`config.mk`:
```
export PLATFORM = sky130hd
export DESIGN_NAME = kbd_responder
export DESIGN_NICKNAME = d
export VERILOG_FILES = /design/src/rtl/kbr_pkg.sv /design/src/rtl/kbr_fifo.sv /design/src/rtl/kbr_cmd_seq.sv /design/src/rtl/kbr_lock_filter.sv /design/src/rtl/kbd_responder.sv
export SDC_FILE = /design/constraint.sdc
export NUM_CORES = 1
export LEC_CHECK = 0
export BUFFER_PORTS_ARGS = -buffer_cell sky130_fd_sc_hd__buf_2
export CAP_MARGIN = 20
export CORE_MARGIN = 4
export CORE_UTILIZATION = 49
export CTS_BUF_LIST = sky130_fd_sc_hd__clkbuf_2 sky130_fd_sc_hd__clkbuf_4 sky130_fd_sc_hd__clkbuf_8
export DETAILED_ROUTE_END_ITERATION = 10
export GPL_TIMING_DRIVEN = 0
export HOLD_SLACK_MARGIN = 0.1
export PLACE_DENSITY = 0.68
export SYNTH_ARGS = -nofsm -noshare
export SYNTH_HDL_FRONTEND = slang
export SYNTH_SLANG_ARGS = --single-unit
```
`constraint.sdc`:
```
create_clock -name clk -period 3.2 [get_ports clk]
set_input_delay 0.16 -clock clk [delete_from_list [all_inputs] [get_ports clk]]
set_output_delay 0.16 -clock clk [all_outputs]
set_load 0.03 [all_outputs]
```
`src/rtl/kbr_pkg.sv`:
```
package kbr_pkg;
   localparam logic [7:0] CMD_RESET   = 8'h01;
   localparam logic [7:0] CMD_LAYOUT0 = 8'h07;
   localparam logic [7:0] CMD_LEDSET  = 8'h0E;
   localparam logic [7:0] CMD_LAYOUT1 = 8'h0F;

   typedef enum logic {REP_RESET = 1'b0, REP_LAYOUT = 1'b1} reply_e;

   function automatic logic [7:0] reply_byte(reply_e kind, logic [1:0] idx);
      logic [7:0] b;
      b = 8'h00;
      if (kind == REP_RESET) begin
         case (idx)
            2'd0: b = 8'hFF;
            2'd1: b = 8'h04;
            default: b = 8'h7F;
         endcase
      end else begin
         b = (idx == 2'd0) ? 8'hFE : 8'h21;
      end
      return b;
   endfunction

   function automatic logic [1:0] reply_last(reply_e kind);
      return (kind == REP_RESET) ? 2'd2 : 2'd1;
   endfunction
endpackage

```
`src/rtl/kbr_fifo.sv`:
```
module kbr_fifo #(
   parameter int W     = 8,
   parameter int DEPTH = 16
) (
   input  logic         clk,
   input  logic         rst_n,
   input  logic         flush,
   input  logic         push,
   input  logic [W-1:0] push_data,
   input  logic         pop,
   output logic [W-1:0] rd_data,
   output logic         not_empty
);
   localparam int AW = $clog2(DEPTH);
   localparam int CW = $clog2(DEPTH + 1);
   localparam logic [CW-1:0] FULL_CNT = CW'(DEPTH);

   if (DEPTH < 2 || (DEPTH & (DEPTH - 1)) != 0) begin : g_bad_depth
      $error("kbr_fifo: DEPTH must be a power of two of at least 2");
   end

   logic [W-1:0]  mem [DEPTH];
   logic [AW-1:0] wptr, rptr;
   logic [CW-1:0] count;
   logic          accept, take;

   assign accept    = push && (flush || count != FULL_CNT);
   assign take      = pop && (count != '0) && !flush;
   assign not_empty = (count != '0);
   assign rd_data   = not_empty ? mem[rptr] : '0;

   always_ff @(posedge clk or negedge rst_n) begin
      if (!rst_n) begin
         wptr  <= '0;
         rptr  <= '0;
         count <= '0;
      end else if (flush) begin
         rptr  <= '0;
         wptr  <= accept ? AW'(1) : '0;
         count <= accept ? CW'(1) : '0;
      end else begin
         if (accept) wptr <= wptr + 1'b1;
         if (take)   rptr <= rptr + 1'b1;
         count <= count + CW'(accept) - CW'(take);
      end
   end

   always_ff @(posedge clk) begin
      if (accept) mem[flush ? '0 : wptr] <= push_data;
   end

   a_r8_no_overflow: assert property (@(posedge clk) disable iff (!rst_n)
      count <= FULL_CNT);
   a_r8_full_drops: assert property (@(posedge clk) disable iff (!rst_n)
      (count == FULL_CNT && !pop && !flush) |=> count == FULL_CNT);
   a_r9_empty_pop_idle: assert property (@(posedge clk) disable iff (!rst_n)
      (count == '0 && pop && !push && !flush) |=> count == '0);
endmodule

```
`src/rtl/kbr_cmd_seq.sv`:
```
module kbr_cmd_seq
   import kbr_pkg::*;
(
   input  logic       clk,
   input  logic       rst_n,
   input  logic       cmd_valid,
   input  logic [7:0] cmd_byte,
   input  logic       stall,
   output logic       flush,
   output logic       emit,
   output logic [7:0] emit_byte
);
   logic       led_armed;
   logic       active;
   reply_e     kind;
   logic [1:0] idx;
   logic       live, go_reset, go_layout;

   assign live      = cmd_valid && !led_armed;
   assign go_reset  = live && cmd_byte == CMD_RESET;
   assign go_layout = live && (cmd_byte == CMD_LAYOUT0 || cmd_byte == CMD_LAYOUT1);
   assign flush     = go_reset || go_layout;
   assign emit      = active && !stall && !flush;
   assign emit_byte = reply_byte(kind, idx);

   always_ff @(posedge clk or negedge rst_n) begin
      if (!rst_n) begin
         led_armed <= 1'b0;
         active    <= 1'b0;
         kind      <= REP_RESET;
         idx       <= '0;
      end else begin
         if (cmd_valid) led_armed <= !led_armed && cmd_byte == CMD_LEDSET;
         if (flush) begin
            active <= 1'b1;
            kind   <= go_reset ? REP_RESET : REP_LAYOUT;
            idx    <= '0;
         end else if (emit) begin
            if (idx == reply_last(kind)) active <= 1'b0;
            else                         idx    <= idx + 1'b1;
         end
      end
   end

   a_r4_led_oneshot: assert property (@(posedge clk) disable iff (!rst_n)
      (cmd_valid && led_armed) |=> !led_armed);
   a_r2_seq_starts: assert property (@(posedge clk) disable iff (!rst_n)
      (cmd_valid && !led_armed && cmd_byte == CMD_RESET) |=> (active && idx == 2'd0));
   a_r4_armed_no_flush: assert property (@(posedge clk) disable iff (!rst_n)
      (cmd_valid && led_armed) |-> !flush);
endmodule

```
`src/rtl/kbr_lock_filter.sv`:
```
module kbr_lock_filter #(
   parameter int          CODE_W    = 7,
   parameter logic [6:0]  LOCK_CODE = 7'h77
) (
   input  logic              clk,
   input  logic              rst_n,
   input  logic              key_valid,
   input  logic [CODE_W-1:0] key_code,
   input  logic              key_up,
   output logic              drop
);
   logic [1:0] st, st_nx;
   logic       hit;

   assign hit   = key_valid && key_code == CODE_W'(LOCK_CODE);
   assign st_nx = key_up ? (st ^ 2'b10) : (st ^ 2'b01);
   assign drop  = hit && (key_up ? st_nx == 2'd3 : st_nx == 2'd2);

   always_ff @(posedge clk or negedge rst_n) begin
      if (!rst_n)   st <= 2'd0;
      else if (hit) st <= st_nx;
   end

   a_r7_state_steps: assert property (@(posedge clk) disable iff (!rst_n)
      hit |=> st != $past(st));
endmodule

```
`src/rtl/kbd_responder.sv`:
```
module kbd_responder
   import kbr_pkg::*;
#(
   parameter int          DEPTH      = 16,
   parameter int          CODE_W     = 7,
   parameter int          NUM_LOCKS  = 2,
   parameter logic [13:0] LOCK_CODES = {7'h62, 7'h77}
) (
   input  logic              clk,
   input  logic              rst_n,
   input  logic              cmd_valid,
   input  logic [7:0]        cmd_byte,
   input  logic              key_valid,
   input  logic [CODE_W-1:0] key_code,
   input  logic              key_up,
   input  logic              pop,
   output logic [7:0]        head_byte,
   output logic              data_avail
);
   localparam int BYTE_W = CODE_W + 1;

   if (BYTE_W != 8) begin : g_bad_width
      $error("kbd_responder: CODE_W must be 7 so a key byte fills 8 bits");
   end
   if (NUM_LOCKS < 1 || NUM_LOCKS * CODE_W > 14) begin : g_bad_locks
      $error("kbd_responder: NUM_LOCKS out of range for LOCK_CODES");
   end

   logic [NUM_LOCKS-1:0] drops;
   logic                 key_push;
   logic                 seq_flush, seq_emit;
   logic [7:0]           seq_byte;

   for (genvar i = 0; i < NUM_LOCKS; i++) begin : g_lock
      kbr_lock_filter #(
         .CODE_W    (CODE_W),
         .LOCK_CODE (LOCK_CODES[i*7 +: 7])
      ) u_filt (
         .clk       (clk),
         .rst_n     (rst_n),
         .key_valid (key_valid),
         .key_code  (key_code),
         .key_up    (key_up),
         .drop      (drops[i])
      );
   end

   assign key_push = key_valid && ~|drops;

   kbr_cmd_seq u_seq (
      .clk       (clk),
      .rst_n     (rst_n),
      .cmd_valid (cmd_valid),
      .cmd_byte  (cmd_byte),
      .stall     (key_push),
      .flush     (seq_flush),
      .emit      (seq_emit),
      .emit_byte (seq_byte)
   );

   kbr_fifo #(.W(8), .DEPTH(DEPTH)) u_fifo (
      .clk       (clk),
      .rst_n     (rst_n),
      .flush     (seq_flush),
      .push      (key_push || seq_emit),
      .push_data (key_push ? {key_up, key_code} : seq_byte),
      .pop       (pop),
      .rd_data   (head_byte),
      .not_empty (data_avail)
   );

   a_r10_one_source: assert property (@(posedge clk) disable iff (!rst_n)
      !(key_push && seq_emit));
   a_r11_avail_head: assert property (@(posedge clk) disable iff (!rst_n)
      !data_avail |-> head_byte == 8'h00);
endmodule

```
=== Yosys cells after proc, flatten, opt, wreduce, memory -nomap -nowiden ===
Memory sizes are Yosys's and may differ from the RTL's.
Index checks and enable logic that the tools add are counted.

* Input port bits: 21
* RAM bits: 128
* Bits in registers: 22
* Memories: 1

{| class="wikitable"
|+ Memory list
! name !! words !! width !! rd ports !! clocked after memory_dff !! wr ports !! line !! source
|-
| u_fifo.mem || 16 || 8 || 1 || 0 || 1 || kbr_fifo.sv:22 || <nowiki>logic [W-1:0] mem [DEPTH];</nowiki>
|}

* Add/sub/neg operators: 5
* Reduce and logical (&&, ||, !) cells: 31
* Equality and inequality tests: 14
* Muxes and demuxes: 27
* Bitwise logic cells: 4

{| class="wikitable"
|+ Operator list
! operator !! count
|-
| 8-bit 2-to-1 mux || 4
|-
| 4-bit 2-to-1 mux || 5
|-
| 8-bit by 4-bit equality test with 1-bit output, second input constant || 2
|-
| 8-bit one-hot mux with 2 select lines || 1
|-
| 7-bit equality test, second input constant || 2
|-
| 1-bit logical AND || 14
|-
| 2-bit 2-to-1 mux || 6
|-
| 1-bit 2-to-1 mux || 10
|-
| 4-bit by 1-bit adder with 4-bit output, second input constant || 2
|-
| 2-bit equality test, second input constant || 4
|-
| 8-bit by 1-bit equality test with 1-bit output, second input constant || 1
|-
| 8-bit by 3-bit equality test with 1-bit output, second input constant || 1
|-
| 2-bit nonzero test || 4
|-
| 5-bit by 1-bit adder with 5-bit output || 1
|-
| 5-bit 2-to-1 mux || 1
|-
| 5-bit != test, second input constant || 1
|-
| 5-bit nonzero test || 1
|-
| 5-bit by 1-bit subtractor with 5-bit output || 1
|-
| 1-bit logical NOT || 4
|-
| 1-bit logical OR || 4
|-
| 1-bit inverter || 4
|-
| 2-bit AND reduction || 2
|-
| 2-bit by 1-bit adder with 2-bit output, second input constant || 1
|-
| 2-bit by 1-bit equality test with 1-bit output, second input constant || 1
|-
| other kinds (4) || 4
|}

=== Depth between registers and ports, before layout ===
Gate-level depths: netlist of the first run.

* Depth in word-level cells: 16
* Mapped depth: 14

=== Modules after synthesis ===
A second synthesis of the first run with hierarchy kept.

* Cells, all modules: 391
* Area total of the unflattened synthesis: 6754.0 um^2

{| class="wikitable"
|+ By module, submodules not included
! module !! sequential area each (um^2) !! times used !! area each (um^2) !! cells each
|-
| kbr_fifo || 4169.0 || 1 || 5895.7 || 310
|-
| kbr_cmd_seq || 125.1 || 1 || 416.6 || 46
|-
| kbd_responder || 0.0 || 1 || 150.1 || 11
|-
| kbr_lock_filter (g_lock[1].u_filt) || 50.0 || 1 || 146.4 || 12
|-
| kbr_lock_filter (g_lock[0].u_filt) || 50.0 || 1 || 145.1 || 12
|}

=== Worst setup path after synthesis of the first run ===
OpenSTA, ideal clock, no wires.

* Path kind: register -> register
* From: register u_seq.led_armed
* To: register u_fifo.count[4]
* Setup time: 0.132 ns
* Slack: 0.339 ns
* Cell stages (with the launch flop): 14
* Arrival time: 2.729 ns
* Cell sequence: dfrtp_1 -> nor4b_4 -> o2111ai_1 -> clkbuf_1 -> and2_1 -> ha_1 -> inv_1 -> ha_1 -> fa_1 -> a21oi_1 -> nor2_1 -> nor2_1 -> xnor2_1 -> nor2_1

* Longest elaborated chain between the ends: 11

{| class="wikitable"
|+ Ends and longest elaborated chain
! what !! line !! source
|-
| start: declaration || kbr_cmd_seq.sv:13 || <nowiki>logic led_armed;</nowiki>
|-
| start signal: assignment || kbr_cmd_seq.sv:28 || <nowiki>led_armed <= 1'b0;</nowiki>
|-
| start signal: assignment || kbr_cmd_seq.sv:33 || <nowiki>if (cmd_valid) led_armed <= !led_armed && cmd_byte == CMD_LEDSET;</nowiki>
|-
| 1-bit logical NOT (*) || kbr_cmd_seq.sv:19 || <nowiki>assign live = cmd_valid && !led_armed;</nowiki>
|-
| 1-bit logical AND (*) || kbr_cmd_seq.sv:19 ||
|-
| 1-bit logical AND (on tied branches) || kbr_cmd_seq.sv:20, kbr_cmd_seq.sv:21 ||
|-
| 1-bit logical OR (*) || kbr_cmd_seq.sv:22 || <nowiki>assign flush = go_reset || go_layout;</nowiki>
|-
| 1-bit logical NOT || kbr_fifo.sv:28, kbr_cmd_seq.sv:23 ||
|-
| 1-bit logical AND || kbr_cmd_seq.sv:23 || <nowiki>assign emit = active && !stall && !flush;</nowiki>
|-
| 1-bit logical OR || kbd_responder.sv:65 || <nowiki>.push (key_push || seq_emit),</nowiki>
|-
| 1-bit logical AND || kbr_fifo.sv:27 || <nowiki>assign accept = push && (flush || count != FULL_CNT);</nowiki>
|-
| 5-bit by 1-bit adder with 5-bit output || kbr_fifo.sv:44 || <nowiki>count <= count + CW'(accept) - CW'(take);</nowiki>
|-
| 5-bit by 1-bit subtractor with 5-bit output || kbr_fifo.sv:44 ||
|-
| 5-bit 2-to-1 mux (*) || kbr_fifo.sv:37 || <nowiki>end else if (flush) begin</nowiki>
|-
| end signal: assignment || kbr_fifo.sv:40 || <nowiki>count <= accept ? CW'(1) : '0;</nowiki>
|-
| end signal: assignment || kbr_fifo.sv:44 ||
|-
| end: declaration || kbr_fifo.sv:24 || <nowiki>logic [CW-1:0] count;</nowiki>
|}

Every way passes the cells marked *; elsewhere a longest branch is shown, timed or not.
A chain may end at the register's enable or synchronous reset.

=== Worst setup path in the final report of the first run ===
Ends and elaborated chain as after synthesis.

==> reports/metrics.csv, run 1 <==
stage;metric;value;unit
synthesis;synthDistinctLibCells;47;
sta;drv_slew;0;
synthesis;synth_nets;412;
synthesis;syn-cell-area;0.00648;mm²
power_and_ir_drop;powerDensity;884;mW/mm²
floorplanning;die_w;123;µm
critical_path;cp.depth;13;
placement;dp_worst_setup_slack;-24.6;ps
critical_path;path_cells;nor4b_4 -> o2111ai_4 -> clkbuf_2 -> and2_1 -> ha_1 -> inv_1 -> ha_1 -> fa_1 -> a21oi_1 -> nor2_1 -> nor2_1 -> xnor2_1 -> nor2_1;
global_routing;antenna_found_initial;0;
cells_and_area;n_fill_cell;957;
placement;dp_hpwl;8940;µm
worst_hold_path;min_path_type;in -> reg;
critical_path;worstSetupStartpointType;register;
critical_path;cp.arrival;3270;ps
routing;drc;0;
cells_and_area;drive_gt1_share;31.2;%
synthesis;async_flop_share;14.7;%
power_and_ir_drop;comb_power_share;38.8;%
routing;wl_per_cell;20.3;µm
critical_path;critPathMaxFanout;10;
critical_path;cpMostUsedCell;nor2_1;
critical_path;worstReg2RegStart;u_seq.led_armed;
power_and_ir_drop;peakVddDrop;0.359;mV
cells_and_area;antenna_cells;0;
sta;worst_slew_pin_slew;1060;ps
sta;min_period;2940;ps
critical_path;endpoint;u_fifo.count[4];
sta;fmax;340;MHz
routing;first_iter_violations;312;
critical_path;max_stage_delay;440;ps
floorplanning;rows;41;
global_routing;grt_max_degree;23;
cts;cts_root_buffer;clkbuf_8;
critical_path;r2r_cells;13;
cells_and_area;fin_nets;490;
critical_path;endpoint_kind;register;
floorplanning;initial_utilization;50.7;%
cts;clk_pin_slew;90;ps
cts;cts_tree;built;
global_routing;grt_pass1_vias;3723;
critical_path;critPathBufInv;2;
synthesis;ys_seq_area_share;67.8;%
routing;vias;3676;
sta;min_period_over_period;91.8;%
run_status;status;completed;
critical_path;ff2ff_setup_slack;260;ps
global_routing;grt_use_total;18.9;%
cts;cts.sinks;150;
cts;cts_buffers;17;
cts;htreeDepth;4;
critical_path;startpoint;u_seq.led_armed;
synthesis;synth.avg_cell_area;17.1;µm²
floorplanning;dieArea;0.0151;mm²
power_and_ir_drop;seq_power_share;39.3;%
global_routing;grt_pass1_wl;20700;µm
cells_and_area;final_cell_area;0.00758;mm²
cts;clk_path_buf_depth;2;
sta;rsz0062_at_grt;no;
critical_path;cpMaxStageDelayCell;fa_1;
synthesis;ys_ff_latch;150;
critical_path;regToRegEndpoint;u_fifo.count[4];
placement;gp_congestion;0.818;
critical_path;path_class;reg -> reg;
placement;placed_cell_area;0.00698;mm²
floorplanning;core-area;0.0128;mm²
floorplanning;die_h;123;µm
critical_path;cp_top_family;adder cells;
cts;clock_latency;460;ps
sta;clock_skew;8.27;ps
power_and_ir_drop;power;0.00670;W
placement;port_buffers;28;
cells_and_area;area_growth;16.9;%
power_and_ir_drop;p_sw_share;35.0;%
sta;slew_headroom;29.1;%
placement;dp.cells;594;
power_and_ir_drop;clkPwrFrac;21.9;%
routing;first_pass_iters;5;
sta;final-setup-viol-count;0;
synthesis;ys_warn_count;0;
critical_path;required;3530;ps
sta;setup_slack;263;ps
routing;viasPerCell;5.72;
flow_run;maxCapViolations;0;
power_and_ir_drop;power.leakage;2.65;nW
global_routing;grt-ovfl-total;0;
synthesis;synth_enable_flop_cells;128;
routing;postRouteWirelength;13000;µm
synthesis;ys.flop_type;edfxtp_1;
synthesis;synthCells;380;
routing;ant_nets;0;
power_and_ir_drop;internal_power;0.00435;W
floorplanning;io_pins;30;
power_and_ir_drop;switching_power;0.00234;W
cells_and_area;finalNonFillerCells;643;
sta;finalHoldViolCount;0;
==> state kept, by name (all words and copies together) (netlist names) <==
signal	flops
g_lock.u_filt.st	4
u_fifo.count	5
u_fifo.mem	128
u_fifo.rptr	4
u_fifo.wptr	4
u_seq.active	1
u_seq.idx	2
u_seq.kind	1
u_seq.led_armed	1
==> cells in the mapped netlist, drive strengths merged (5+ instances only) <==
master,count,area share [%]
nor4,8,0.77
a21oi,10,0.77
nand2,13,0.75
nor2,26,1.5
nand4,5,0.48
ha,10,1.9
inv,18,1.0
buf,12,1.1
nor3,7,0.54
o21ai,10,0.95
mux4,40,14
xnor2,7,0.95
clkbuf,5,0.31
nand3,5,0.39
and2,12,1.2
dfrtp,22,8.5
xor2,7,0.95
edfxtp,128,59
==> power by group through the flow <==
stage	Clock [W]	Combinational, W	Sequential (W)
2_1_floorplan	0	0.00187	0.00264
3_3_place_gp	0	0.00244	0.00267
3_5_place_dp	0	0.00257	0.00268
4_1_cts	0.00149	0.00259	0.00264
5_1_grt	0.00158	0.00281	0.00266
6_report	0.00147	0.00260	0.00263
==> how the worst min path moves through the flow <==
stage / start / to / cells past startpoint
6_report: key_code[0] / g_lock[0].u_filt.st[1] / 4
5_1_grt: key_code[0] / g_lock[0].u_filt.st[1] / 4
4_1_cts: key_code[0] / g_lock[0].u_filt.st[1] / 4
3_5_place_dp: rst_n / u_fifo.count[2] / 1
3_3_place_gp: rst_n / u_fifo.count[3] / 1
2_1_floorplan: rst_n / g_lock[0].u_filt.st[0] / 0
==> kinds of logic (layout without fill, tap and decap cells) <==
| logic type | Yosys count | in the layout | synth area share (%) |
|---|---|---|---|
| buf+inv | 35 | 126 | 2.47 |
| fa+ha+maj | 11 | 11 | 2.24 |
| xor+xnor | 14 | 14 | 1.89 |
| compound gates | 35 | 35 | 3.51 |
| flops | 150 | 150 | 67.8 |
| simple gates | 93 | 93 | 7.88 |
| mux | 42 | 42 | 14.2 |
==> metal layers <==
metal  up-vias  wire, µm  track usage (%)
li1       1651         -                -
met1      1910      5670             25.8
met2        96      6470             30.3
met3        19       676             3.89
met4         0       202             7.47
met5         -         0                0
==> worst min-delay path, cell delays in order <==
cell	delay (ps)
buf_2	120
nand3_1	80
or3_1	120
xnor2_1	60
==> metrics by stage <==
| stage | hold slack, ps | util (%) | setup TNS (ps) |
|---|---|---|---|
| detailed placement | 167 | 54.7 | -24.6 |
| global route | 132 | 59.3 | 0 |
| finish | 136 | 59.3 | 0 |
| CTS | 107 | 58.7 | 0 |
| global placement | 163 | 53.5 | -30170 |
| floorplan | -136 | - | 0 |
==> final cells by class <==
class                           instances  area, µm²  share of cell area (%)
Sequential cell                       150       4390                    58.0
Clock buffer                           17        234                    3.09
Tap cell                              172        215                    2.84
Timing Repair Buffer                   59        392                    5.17
Multi-Input combinational cell        195       2010                    26.5
Inverter                               18       67.6                   0.892
Clock inverter                         15        169                    2.23
Buffer                                 17       97.6                    1.29
==> cells in the final DEF (no fill, tap or decap), types with 2 or more instances in the layout <==
cell	n
edfxtp_1	128
mux4_2	40
buf_2	36
nor2_1	26
dfrtp_1	22
inv_1	18
clkbuf_8	18
buf_4	16
nand2_1	13
and2_1	12
a21oi_1	10
ha_1	10
dlygate4sd3_1	10
nor4_2	8
xor2_1	7
o21ai_0	7
xnor2_1	7
nor3_1	6
nand4_1	5
nand3_1	5
inv_6	5
buf_1	4
clkbuf_2	3
buf_6	3
clkbuf_1	3
o31ai_1	3
nand4b_1	3
or3_1	3
clkinvlp_4	3
clkinv_4	3
nor3b_2	2
and4_1	2
o21ai_1	2
a31oi_1	2
o211ai_1	2
mux2i_1	2
bufinv_16	2
==> repair_timing <==
action / 4_1_cts / 5_1_grt
cloned: 0 / 0
endpoints found under the hold margin: 26 / 0
resized for setup: 3 / 6
hold buffers: 10 / 0
pin swaps: 0 / 2
buffers inserted: 0 / 1
endpoints found under the setup margin: 9 / 5
Note: power is estimated with default switching activity, not from simulation.
==> run 2, diff against run 1 <==
--- a/config.mk
+++ b/config.mk
@@ -13,7 +13,7 @@
 export DETAILED_ROUTE_END_ITERATION = 10
 export GPL_TIMING_DRIVEN = 0
 export HOLD_SLACK_MARGIN = 0.1
-export PLACE_DENSITY = 0.68
+export PLACE_DENSITY = 0.64
 export SYNTH_ARGS = -nofsm -noshare
 export SYNTH_HDL_FRONTEND = slang
 export SYNTH_SLANG_ARGS = --single-unit
==> reports/metrics.csv, run 2 (same netlist as run 1, synthesis figures left out) <==
stage;metric;value;unit;change
run_status;status;completed;;unchanged
sta;worst_slew_pin_slew;968;ps;was 1060 ps
placement;dp_hpwl;9360;µm;was 8940 µm
cells_and_area;antenna_cells;0;;unchanged
sta;min_period_over_period;94.9;%;was 91.8%
sta;setup_slack;162;ps;was 263 ps
power_and_ir_drop;seq_power_share;40.0;%;was 39.3%
critical_path;cp.arrival;3090;ps;was 3270 ps
cts;cts_root_buffer;clkbuf_8;;unchanged
cells_and_area;area_growth;17.0;%;was 16.9%
cts;clk_path_buf_depth;2;;unchanged
cts;cts_buffers;17;;unchanged
global_routing;grt-ovfl-total;0;;unchanged
routing;first_iter_violations;344;;was 312
global_routing;grt_pass1_vias;3742;;was 3723
worst_hold_path;min_path_type;in -> reg;;unchanged
cells_and_area;largestRegisters;u_fifo.mem x128, u_fifo.count x5;;unchanged
power_and_ir_drop;switching_power;0.00224;W;was 0.00234 W
power_and_ir_drop;internal_power;0.00436;W;was 0.00435 W
floorplanning;die_w;123;µm;unchanged
floorplanning;initial_utilization;50.7;%;unchanged
sta;slew_headroom;35.3;%;was 29.1%
cells_and_area;largest_register_ffs;128;;unchanged
routing;wl_per_cell;20.5;µm;was 20.3 µm
power_and_ir_drop;comb_power_share;39.5;%;was 38.8%
critical_path;regToRegEndpoint;u_fifo.mem[8][3];;was u_fifo.count[4]
routing;first_pass_iters;4;;was 5
critical_path;worstSetupStartpointType;register;;unchanged
cts;cts_tree;built;;unchanged
floorplanning;die_h;123;µm;unchanged
critical_path;endpoint_kind;register;;unchanged
cts;htreeDepth;4;;unchanged
placement;gp_congestion;0.785;;was 0.818
critical_path;endpoint;u_fifo.mem[8][3];;was u_fifo.count[4]
routing;ant_nets;0;;unchanged
global_routing;antenna_found_initial;0;;unchanged
sta;drv_slew;0;;unchanged
critical_path;required;3250;ps;was 3530 ps
critical_path;cp_top_family;simple AND/OR/NAND/NOR gates;;was adder cells
routing;postRouteWirelength;13200;µm;was 13000 µm
sta;final-setup-viol-count;0;;unchanged
floorplanning;core-area;0.0128;mm²;unchanged
sta;rsz0062_at_grt;no;;unchanged
critical_path;critPathMaxFanout;9;;was 10
critical_path;ff2ff_setup_slack;160;ps;was 260 ps
global_routing;grt_pass1_wl;21300;µm;was 20700 µm
power_and_ir_drop;peakVddDrop;0.282;mV;was 0.359 mV
critical_path;cp.depth;6;;was 13
cts;cts.sinks;150;;unchanged
critical_path;critPathBufInv;1;;was 2
critical_path;max_stage_delay;800;ps;was 440 ps
routing;vias;3581;;was 3676
sta;hold_slack;150;ps;was 136 ps
floorplanning;rows;41;;unchanged
cells_and_area;fin_nets;492;;was 490
cells_and_area;drive_gt1_share;31.1;%;was 31.2%
sta;min_period;3040;ps;was 2940 ps
power_and_ir_drop;p_sw_share;34.0;%;was 35.0%
critical_path;worstReg2RegStart;u_seq.led_armed;;unchanged
sta;fmax;329;MHz;was 340 MHz
cells_and_area;regMostFlops;u_fifo.mem;;unchanged
cells_and_area;layout_common_cells;edfxtp_1 (128), mux4_2 (40), buf_2 (34);;was edfxtp_1 (128), mux4_2 (40), buf_2 (36)
sta;setup_tns;0;ps;unchanged
routing;drc;0;;unchanged
power_and_ir_drop;clkPwrFrac;20.5;%;was 21.9%
critical_path;r2r_cells;6;;was 13
placement;port_buffers;28;;unchanged
global_routing;grt_use_total;19.6;%;was 18.9%
sta;finalHoldViolCount;0;;unchanged
cts;clk_pin_slew;80;ps;was 90 ps
floorplanning;dieArea;0.0151;mm²;unchanged
power_and_ir_drop;power.leakage;2.65;nW;about the same
flow_run;maxCapViolations;0;;unchanged
power_and_ir_drop;powerDensity;871;mW/mm²;was 884 mW/mm²
critical_path;path_class;reg -> reg;;unchanged
cts;clock_latency;440;ps;was 460 ps
critical_path;path_cells;nor4b_4 -> o2111ai_4 -> buf_4 -> nand2_1 -> o211ai_1 -> nor3b_2;;was nor4b_4 -> o2111ai_4 -> clkbuf_2 -> and2_1 -> ha_1 -> inv_1 -> ha_1 -> fa_1 -> a21oi_1 -> nor2_1 -> nor2_1 -> xnor2_1 -> nor2_1
sta;clock_skew;14.3;ps;was 8.27 ps
critical_path;startpoint;u_seq.led_armed;;unchanged
cells_and_area;final_common_cell;edfxtp_1;;unchanged
critical_path;cpMaxStageDelayCell;nor3b_2;;was fa_1
routing;viasPerCell;5.55;;was 5.72
placement;dp_worst_setup_slack;-129;ps;was -24.6 ps
global_routing;grt_max_degree;23;;unchanged
floorplanning;io_pins;30;;unchanged
run 2: cell count changes in the layout (fill, tap and decap cells not counted), moves of 3 or more:
cell | before | now
buf_6 | 3 | 6
clkinv_2 | 1 | 4
inv_6 | 5 | 0
clkbuf_4 | 0 | 3
buf_4 | 16 | 20
clkinv_1 | 0 | 4
run 2: through the flow:
stage	instances	total power, W	util, %	instance area, µm²
5_1_grt	645	0.00703	59.4	7580
3_3_place_gp	580	0.00514	53.5	6840
2_1_floorplan	380	0.00451	-	6480
6_report	645	0.00661	59.4	7580
3_5_place_dp	598	0.00529	55.1	7030
4_1_cts	640	0.00666	58.9	7520
run 2: timing repair:
action | CTS | global route
endpoints found under the setup margin | 8 | 2
hold buffers | 10 | 0
buffers inserted | 0 | 4
pin swaps | 0 | 4
resized for setup | 6 | 8
endpoints found under the hold margin | 27 | 0
run 2: power groups by stage:
stage | clock (W) | combinational, W | sequential [W]
detailed placement | 0 | 0.00261 | 0.00268
floorplan | 0 | 0.00187 | 0.00264
CTS | 0.00139 | 0.00263 | 0.00264
finish | 0.00136 | 0.00261 | 0.00264
global placement | 0 | 0.00247 | 0.00267
global route | 0.00149 | 0.00288 | 0.00267
run 2: final cells by class:
cell class              instances  area (µm²)
plain buffers                  17         104
multi-input cells             195        2020
fillers                       984        5190
inverters                      18        67.6
repair buffers                 61         415
clock buffers                  20         256
flip-flops and latches        150        4390
clock inverters                12         111
well taps                     172         215
run 2: worst min path at each step:
stage,startpoint,endpoint,slack [ps],cells past startpoint
detailed placement,rst_n,u_fifo.rptr[2],190,1
CTS,key_code[0],g_lock[0].u_filt.st[0],120,4
floorplan,rst_n,g_lock[0].u_filt.st[0],-140,0
global route,key_code[0],g_lock[0].u_filt.st[0],150,4
global placement,rst_n,u_fifo.rptr[2],180,1
finish,key_code[0],g_lock[0].u_filt.st[0],150,4
run 2: worst register-to-register path, stage by stage, from the launching register on:
cell       delay (ps)
dfrtp_1           420
nor4b_4           360
o2111ai_4         250
buf_4             210
nand2_1           280
o211ai_1          330
nor3b_2           800
run 2: per-layer routing:
layer / GRT usage (%) / part of all wire, % / vias up / wire [µm]
li1: - / - / 1659 / -
met1: 27.5 / 42 / 1824 / 5590
met2: 31.7 / 51 / 88 / 6700
met3: 3.93 / 6.2 / 10 / 816
met4: 5.54 / 0.94 / 0 / 125
met5: 0 / 0 / - / 0
